<file path="config.mk">
export PLATFORM = sky130hd
export DESIGN_NAME = grpirq_ctrl
export DESIGN_NICKNAME = d
export VERILOG_FILES = /design/src/rtl/grpirq_ctrl.sv
export SDC_FILE = /design/constraint.sdc
export NUM_CORES = 1
export LEC_CHECK = 0
export ABC_AREA = 1
export BUFFER_PORTS_ARGS = -buffer_cell sky130_fd_sc_hd__clkbuf_2
export CAP_MARGIN = 10
export CORE_AREA = 2 2 137 239
export DETAILED_ROUTE_END_ITERATION = 12
export DIE_AREA = 0 0 139 241
export GPL_ROUTABILITY_DRIVEN = 1
export PLACE_DENSITY_LB_ADDON = 0.25
export SLEW_MARGIN = 30
export SYNTH_ARGS = -nofsm -noshare
export SYNTH_HDL_FRONTEND = slang
export SYNTH_SLANG_ARGS = --single-unit
</file>
<file path="constraint.sdc">
create_clock -name clk -period 21.5 [get_ports clk]
set_clock_uncertainty 0.2 [all_clocks]
set_input_delay 4.3 -clock clk [delete_from_list [all_inputs] [get_ports clk]]
set_output_delay 4.3 -clock clk [all_outputs]
set_load 0.02 [all_outputs]
</file>
<file path="src/rtl/grpirq_ctrl.sv">
module grpirq_ctrl #(
  parameter int NLINES = 16,
  parameter int PRIO_W = 4,
  parameter int GRP_W  = 3,
  localparam int IW    = (NLINES > 1) ? $clog2(NLINES) : 1,
  localparam int STK   = 1 << PRIO_W,
  localparam int SP_W  = $clog2(STK + 1)
) (
  input  logic              clk,
  input  logic              rst_n,
  input  logic [NLINES-1:0] irq_i,
  input  logic              prio_we,
  input  logic [IW-1:0]     prio_idx,
  input  logic [PRIO_W-1:0] prio_wdata,
  input  logic              en_we,
  input  logic [IW-1:0]     en_idx,
  input  logic              en_wdata,
  input  logic              grp_we,
  input  logic [GRP_W-1:0]  grp_wdata,
  input  logic              ack_i,
  input  logic              eret_i,
  output logic              req_valid_o,
  output logic [IW-1:0]     req_idx_o,
  output logic              req_preempt_o,
  output logic [NLINES-1:0] pending_o,
  output logic [NLINES-1:0] active_o,
  output logic [SP_W-1:0]   depth_o,
  output logic [PRIO_W-1:0] level_o
);
  localparam int GRP_THR = (1 << GRP_W) - 1 - PRIO_W;

  logic [PRIO_W-1:0] prio [NLINES];
  logic [NLINES-1:0] en, pend, irq_q, clr, cand;
  logic [GRP_W-1:0]  grp, sbits;
  logic [PRIO_W-1:0] stk_lvl [STK];
  logic [IW-1:0]     stk_idx [STK];
  logic [SP_W-1:0]   sp, spm1;
  logic              found, win_ok, take, pop;
  logic [IW-1:0]     win;
  logic [PRIO_W-1:0] wprio, wlvl, top, push_lvl;

  assign sbits    = (grp <= GRP_W'(GRP_THR)) ? '0 : grp - GRP_W'(GRP_THR);
  assign cand     = pend & en;
  assign spm1     = sp - 1'b1;
  assign top      = stk_lvl[spm1[PRIO_W-1:0]];
  assign wlvl     = wprio >> sbits;
  assign push_lvl = prio[req_idx_o] >> sbits;
  assign win_ok   = found && ((sp == '0) || (wlvl < top));
  assign take     = ack_i && req_preempt_o && !eret_i;
  assign pop      = eret_i && (sp != '0);
  assign clr      = take ? (NLINES'(1) << req_idx_o) : '0;

  always_comb begin
    found = 1'b0;
    win   = '0;
    wprio = '0;
    for (int i = 0; i < NLINES; i++) begin
      if (cand[i] && (!found || prio[i] < wprio)) begin
        found = 1'b1;
        win   = IW'(i);
        wprio = prio[i];
      end
    end
  end

  always_comb begin
    active_o = '0;
    for (int k = 0; k < STK; k++)
      if (k < int'(sp)) active_o[stk_idx[k]] = 1'b1;
  end

  always_ff @(posedge clk) begin
    if (!rst_n) begin
      en            <= '0;
      pend          <= '0;
      irq_q         <= '0;
      grp           <= '0;
      sp            <= '0;
      req_valid_o   <= 1'b0;
      req_idx_o     <= '0;
      req_preempt_o <= 1'b0;
      for (int i = 0; i < NLINES; i++) prio[i] <= '0;
    end else begin
      irq_q         <= irq_i;
      pend          <= (pend & ~clr) | (irq_i & ~irq_q & en);
      req_valid_o   <= found && !take;
      req_idx_o     <= win;
      req_preempt_o <= win_ok && !take;
      if (pop) begin
        sp <= spm1;
      end else if (take && sp < SP_W'(STK)) begin
        stk_lvl[sp[PRIO_W-1:0]] <= push_lvl;
        stk_idx[sp[PRIO_W-1:0]] <= req_idx_o;
        sp <= sp + 1'b1;
      end
      if (prio_we) prio[prio_idx] <= prio_wdata;
      if (en_we)   en[en_idx]     <= en_wdata;
      if (grp_we)  grp            <= grp_wdata;
    end
  end

  assign pending_o = pend;
  assign depth_o   = sp;
  assign level_o   = (sp == '0) ? '0 : top;
endmodule

</file>
# Yosys cells after proc, flatten, opt, wreduce, memory -nomap -nowiden
# Memories as Yosys holds them, arrays and structs flattened. A register that Yosys moved wholly into a read port is not among the register bits.
# Index checks and enable logic that the tools add are counted.
dict set report op_classes {
  n_addsub 3
  n_reduce_logical 76
  bitwise 22
  magnitude_cmp 68
  mux 115
  shift 3
}
# op count
set ops {}
lappend ops {{16-bit two-way mux} 17}
lappend ops {{16-bit OR} 16}
lappend ops {{4-bit two-way mux} 34}
lappend ops {{4-bit by 5-bit < comparator with 1-bit output, second input constant} 17}
lappend ops {{1-bit demux with 4-bit select} 17}
lappend ops {{4-bit by 1-bit greater-or-equal comparator with 1-bit output, second input constant} 17}
lappend ops {{16-bit bitwise AND} 4}
lappend ops {{4-bit < comparator} 16}
lappend ops {{1-bit two-way mux} 43}
lappend ops {{4-bit by 5-bit < comparator with 1-bit output, first input constant} 8}
lappend ops {{1-bit logical AND} 39}
lappend ops {{16-bit inverter} 2}
lappend ops {{3-bit by 5-bit < comparator with 1-bit output, first input constant} 4}
lappend ops {{1-bit zero test} 17}
lappend ops {{16-bit bitwise mux} 1}
lappend ops {{1-bit logical OR} 16}
lappend ops {{1-bit by 4-bit << shifter with 16-bit output, first input constant} 1}
lappend ops {{1-bit by 5-bit < comparator with 1-bit output, first input constant} 2}
lappend ops {{2-bit by 5-bit < comparator with 1-bit output, first input constant} 2}
lappend ops {{5-bit two-way mux} 2}
lappend ops {{4-bit by 3-bit right shift with 4-bit output} 2}
lappend ops {{5-bit by 1-bit adder with 5-bit output, second input constant} 1}
lappend ops {{5-bit zero test} 1}
lappend ops {{5-bit < comparator, second input constant} 1}
lappend ops {{7 further kinds} 7}
dict set report totals {
  output_inout_bits 47
  mem_count 3
  mem_bits_rw 192
  register_bits 62
}
# name words word_bits read_ports rd_clocked_by_memory_dff write_ports line_no
set mem_list {}
lappend mem_list {prio 16 4 17 1 16 32} ;# logic [PRIO_W-1:0] prio [NLINES];
lappend mem_list {stk_idx 16 4 16 0 1 36} ;# logic [IW-1:0] stk_idx [STK];
lappend mem_list {stk_lvl 16 4 1 0 1 35} ;# logic [PRIO_W-1:0] stk_lvl [STK];

# Logic depth before layout (Yosys ltp)
dict set report logic_depth {
  word_depth 67
  ltp_mapped 147
  mapped_depth_nobuf 147
}

# Worst setup path after synthesis
# No wires, ideal clock.
dict set report synth_timing {
  path_kind {register -> register}
  start {reg pend[0] (netlist: pending_o[0])}
  end {reg req_preempt_o}
  slack_ns 7.146
  t_required_ns 21.230
  synth_period_minus_slack_ns 14.354
  path_stages_with_launch 124
  arrival_ns 14.085
  path_cell_list {dfxtp_1 nand2_1 inv_2 nand2_1 ha_1 nand2_1 inv_2 nand2_1 nand2_1 nand2_2 nand2_2 o21ai_0 ha_1 a21oi_1 nand2_1 nand2_2 nand2_4 o21ai_0 (+88 left out) nand2_4 o21ai_0 ha_1 a21oi_1 nand2_2 nand2_4 nand2_4 nand2_1 nand3_1 nand2_1 nand2_1 a31oi_1 ha_1 nand2_1 nand2_1 nand2_1 nand2_1 a21oi_1}
}
dict set report synth_between {
  elab_chain_len 67
  elab_cells_between_ends 98
  classes_between {16 x order compare; 1 x shift; 32 x mux; 1 x bitwise; 48 x reduce/logical}
}
# item line_no
set synth_rtl {}
lappend synth_rtl {{start, declared} 33} ;# logic [NLINES-1:0] en, pend, irq_q, clr, cand;
lappend synth_rtl {{start signal, assigned} 85} ;# pend <= (pend & ~clr) | (irq_i & ~irq_q & en);
lappend synth_rtl {{16-bit bitwise AND *} 43} ;# assign cand = pend & en;
lappend synth_rtl {{4-bit two-way mux / 1-bit two-way mux (equally long branches)} 58} ;# if (cand[i] && (!found || prio[i] < wprio)) begin
lappend synth_rtl {{4-bit < comparator / 1-bit zero test (equally long branches)} 58}
lappend synth_rtl {{1-bit logical OR} 58}
lappend synth_rtl {{1-bit logical AND} 58}
lappend synth_rtl {{4-bit two-way mux / 1-bit two-way mux (equally long branches)} 58}
lappend synth_rtl {{4-bit < comparator / 1-bit zero test (equally long branches)} 58}
lappend synth_rtl {{1-bit logical OR} 58}
lappend synth_rtl {{(+51 left out)} -}
lappend synth_rtl {{1-bit logical OR} 58}
lappend synth_rtl {{1-bit logical AND} 58}
lappend synth_rtl {{4-bit two-way mux} 58}
lappend synth_rtl {{4-bit by 3-bit right shift with 4-bit output} 46} ;# assign wlvl = wprio >> sbits;
lappend synth_rtl {{4-bit < comparator} 48} ;# assign win_ok = found && ((sp == '0) || (wlvl < top));
lappend synth_rtl {{1-bit logical OR} 48}
lappend synth_rtl {{1-bit logical AND *} 48}
lappend synth_rtl {{1-bit logical AND *} 88} ;# req_preempt_o <= win_ok && !take;
lappend synth_rtl {{end signal, assigned} 88}
lappend synth_rtl {{end, declared} 24} ;# output logic req_preempt_o,
# Every way passes the cells marked *; elsewhere a longest branch is shown, timed or not.
# A chain may end at the register's enable or synchronous reset.

# Final worst setup path
dict set report layout_timing {
  start {reg en[0]}
  end {reg req_preempt_o}
}
dict set report layout_between {
  elab_chain_len 67
  elab_cells_between_ends 98
  classes_between {16 x order compare; 1 x shift; 32 x mux; 1 x bitwise; 48 x reduce/logical}
}
# item line_no
set layout_rtl {}
lappend layout_rtl {{start, declared} 33}
lappend layout_rtl {{start signal, assigned by index} 97} ;# if (en_we) en[en_idx] <= en_wdata;
lappend layout_rtl {{16-bit bitwise AND *} 43}
lappend layout_rtl {{4-bit two-way mux / 1-bit two-way mux (equally long branches)} 58}
lappend layout_rtl {{4-bit < comparator / 1-bit zero test (equally long branches)} 58}
lappend layout_rtl {{1-bit logical OR} 58}
lappend layout_rtl {{1-bit logical AND} 58}
lappend layout_rtl {{4-bit two-way mux / 1-bit two-way mux (equally long branches)} 58}
lappend layout_rtl {{4-bit < comparator / 1-bit zero test (equally long branches)} 58}
lappend layout_rtl {{1-bit logical OR} 58}
lappend layout_rtl {{(+51 left out)} -}
lappend layout_rtl {{1-bit logical OR} 58}
lappend layout_rtl {{1-bit logical AND} 58}
lappend layout_rtl {{4-bit two-way mux} 58}
lappend layout_rtl {{4-bit by 3-bit right shift with 4-bit output} 46}
lappend layout_rtl {{4-bit < comparator} 48}
lappend layout_rtl {{1-bit logical OR} 48}
lappend layout_rtl {{1-bit logical AND *} 48}
lappend layout_rtl {{1-bit logical AND *} 88}
# Marks and branches as above.

==> summary.md <==
| Metric | Value |
|---|---|
| Peak supply drop | `70.3 µV` |
| Post-synthesis area per instance | `7.72 µm²` |
| Final HPWL DP | `43.6 mm` |
| Post-synthesis cell type count | `43` |
| Port Buffer Count | `85` |
| Root Buffer | `clkbuf_16` |
| Violation count after the first detailed-route iteration | `1240` |
| Fill cell count | `3003` |
| Number of setup buffers added after CTS | `0` |
| Post-CTS Resized | `0` |
| Met2 WL | `29.6 mm` |
| # hold bufs at CTS | `0` |
| Overall routing resource usage | `32.5%` |
| Share of cells above drive strength 1 | `9.74%` |
| Synth top area cells | `edfxtp_1 (37%), nand2_1 (11%), dfxtp_1 (8.0%)` |
| Dpl ws | `5000 ps` |
| Hold/Removal Path Class | `reg2reg` |
| Area grow syn2layout | `11.3%` |
| Max cap viols | `0` |
| Slew headroom | `30.9%` |
| Fin. Hold Viols | `0` |
| Status | `completed` |
| Largest net degree at the start of global routing | `41` |
| DP Area | `16400 µm²` |
| Number of register bits inferred by synthesis | `254` |
| Power Density | `88.2 nW/µm²` |
| Starting Density | `49.4%` |
| Die footprint | `33500 µm²` |
| Syn Std Cell Area | `15500 µm²` |
| Final setup margin | `4820 ps` |
| NetSw | `582 µW` |
| Post-synthesis sequential area ratio | `45.2%` |
| Unrepaired setup endpoints after global routing | `no` |
| CTS buffer count | `25` |
| Slew Limit Fails | `0` |
| Syn_nets | `2089` |
| Sequential power share | `36.7%` |
| Period utilization | `77.6%` |
| Io pins | `86` |
| CTS max path bufs | `3` |
| Highest Signal Layer | `met4` |
| Worst Setup Start Kind | `register` |
| Pleak | `0.00769 µW` |
| Site Rows | `86` |
| Vias in the first global route | `14700` |
| Clk slew on worst S/H paths | `70 ps` |
| Die width | `139 µm` |
| Die H | `241 µm` |
| Drt first pass iters | `6` |
| Final Core Density | `54.9%` |
| Yosys warnings | `0` |
| Fin crit period | `16680 ps` |
| Most frequent cells in the layout | `nand2_1 (445), inv_1 (278), nor2_1 (253)` |
| Final instance area | `17300 µm²` |
| Async set-reset flop share out of synthesis | `0%` |
| Worst-case reg-to-reg path depth | `127` |
| RR Startpoint | `en[0]` |
| Switching share of power | `38.2%` |
| RePlAce Congestion | `1.01` |
| Clock group share of total power | `29.6%` |
| Initial antenna violation count | `0` |
| Critical Path RT | `21780 ps` |
| Global-route wire length before repair | `83.1 mm` |
| Critical path origin | `en[0]` |
| Share of the synthesized area in the top cell type | `37.2%` |
| Post-synth top area cell | `edfxtp_1` |
| Post-Route Setup TNS | `0 ps` |
| R2R Setup Slk | `4820 ps` |
| Wire length per cell | `22.2 µm` |
| Vias | `15000` |
| WL final | `55.7 mm` |
| Kind of critical path | `reg2reg` |
| Met3 wire len | `2.43 mm` |
| Synth Instances | `2010` |
| Remaining antenna violation count | `0` |
| Final setup violation count | `0` |
| Max Freq | `59.9 MHz` |
| Ys flop type | `edfxtp_1` |
| Post-DR vias/cell | `5.98` |
| Critical Path Sink | `req_preempt_o` |
| Core area | `31400 µm²` |
| Post-synth EDFFs | `192` |
| P_int | `941 µW` |
| Most frequent CP cell | `nand2_1` |
| DRC | `0` |
| Met1 wire length | `18.5 mm` |
| Tot Pwr | `1520 µW` |
| WP data arrival | `16960 ps` |
| GR Overflow Total | `0` |
| Nets | `2176` |
| Clk_lat worst skew | `550 ps` |
| # clock sinks | `254` |
| Critical register-to-register path endpoint | `req_preempt_o` |
| Most common cell after layout, fill and taps aside | `nand2_1` |
| CP max stage delay | `370 ps` |
| Crit-path slowest cell | `dfxtp_1` |
| Setup crit end kind | `register` |
| H-Tree Level Count | `1` |
| TritonCTS clock tree | `yes` |
| Slew @ Worst Pin | `1030 ps` |
| Crit Path Max Fanout | `10` |
| Combinational share of power | `33.7%` |
## cells in the mapped netlist, drive strengths merged, types with 3 or more instances
master   count
a2111oi      4
a21oi       85
a221oi       6
a22oi       11
a311oi       8
a31oi       36
a32o         3
a32oi        5
a41oi        4
clkbuf      41
clkinv      11
dfxtp       62
edfxtp     192
ha          40
inv        286
nand2      490
nand3      150
nand3b      17
nand4       19
nor2       258
nor3        33
nor4         6
o2111ai      6
o211ai       9
o21ai      131
o21bai       7
o221ai      11
o22ai       20
o311ai      17
o31ai       21
o32ai        9
or2          3
## state kept, by name, summed over array words and instances, names as in the netlist
| register | flops |
|---|---|
| prio | 64 |
| en | 16 |
| depth_o | 5 |
| irq_q | 16 |
| stk_idx | 64 |
| req_idx_o | 4 |
| pending_o | 16 |
| req_valid_o | 1 |
| stk_lvl | 64 |
| grp | 3 |
| req_preempt_o | 1 |
## final cells by class
type | count | area, µm² | share of cell area (%)
multi-input cells | 1416 | 7250 | 42.0
flip-flops and latches | 254 | 7010 | 40.6
inverters | 297 | 1110 | 6.46
clock buffers | 33 | 696 | 4.03
repair buffers | 103 | 561 | 3.25
well taps | 396 | 495 | 2.87
clock inverters | 12 | 136 | 0.790
diodes | 1 | 2.50 | 0.0145
## per-layer routing
layer	vias up	global-route usage, %
met5	-	0
met4	0	25.3
met3	250	3.57
met2	606	63.0
met1	7105	31.0
li1	7057	-
## logic make-up (layout without fill, tap and decap cells)
group | Yosys count | in the layout | synth area share, %
xor+xnor | 3 | 3 | 0.169
flops | 254 | 254 | 45.2
fa+ha+maj | 40 | 40 | 3.23
buf+inv | 340 | 445 | 8.23
other cells | 0 | 1 | 0
compound gates | 395 | 395 | 15.8
simple gates | 978 | 978 | 27.4
## power groups by stage
| stage | sequential [µW] | clock, µW | combinational, µW |
|---|---|---|---|
| 3_3_place_gp | 568 | 0 | 498 |
| 6_report | 559 | 451 | 513 |
| 5_1_grt | 560 | 472 | 558 |
| 4_1_cts | 558 | 454 | 507 |
| 3_5_place_dp | 569 | 0 | 504 |
| 2_1_floorplan | 566 | 0 | 333 |
## worst max-delay path, delay by kind of cell (launching register included)
family | cells | cell delay, ps
and+or+nand+nor | 69 | 5150
AOI/OAI and AO/OA | 26 | 5100
adders and majority gates | 16 | 4820
buffers and inverters | 16 | 900
DFF | 1 | 370
## how the worst min path moves through the flow
stage	depth (start not counted)	to	slack (ps)	from
after floorplan	2	en[12]	250	en[12]
after global routing	2	en[12]	310	en[12]
after global placement	2	en[12]	270	en[12]
final	2	en[12]	280	en[12]
after detailed placement	2	en[12]	270	en[12]
after CTS	2	en[12]	280	en[12]
## stage by stage
stage / cells / hold WS (ps)
finish: 2512 / 277
CTS: 2511 / 281
floorplan: 2010 / 245
detailed placement: 2466 / 272
global placement: 2466 / 269
global route: 2511 / 308
No activity file was read; power rests on OpenSTA's default activity.
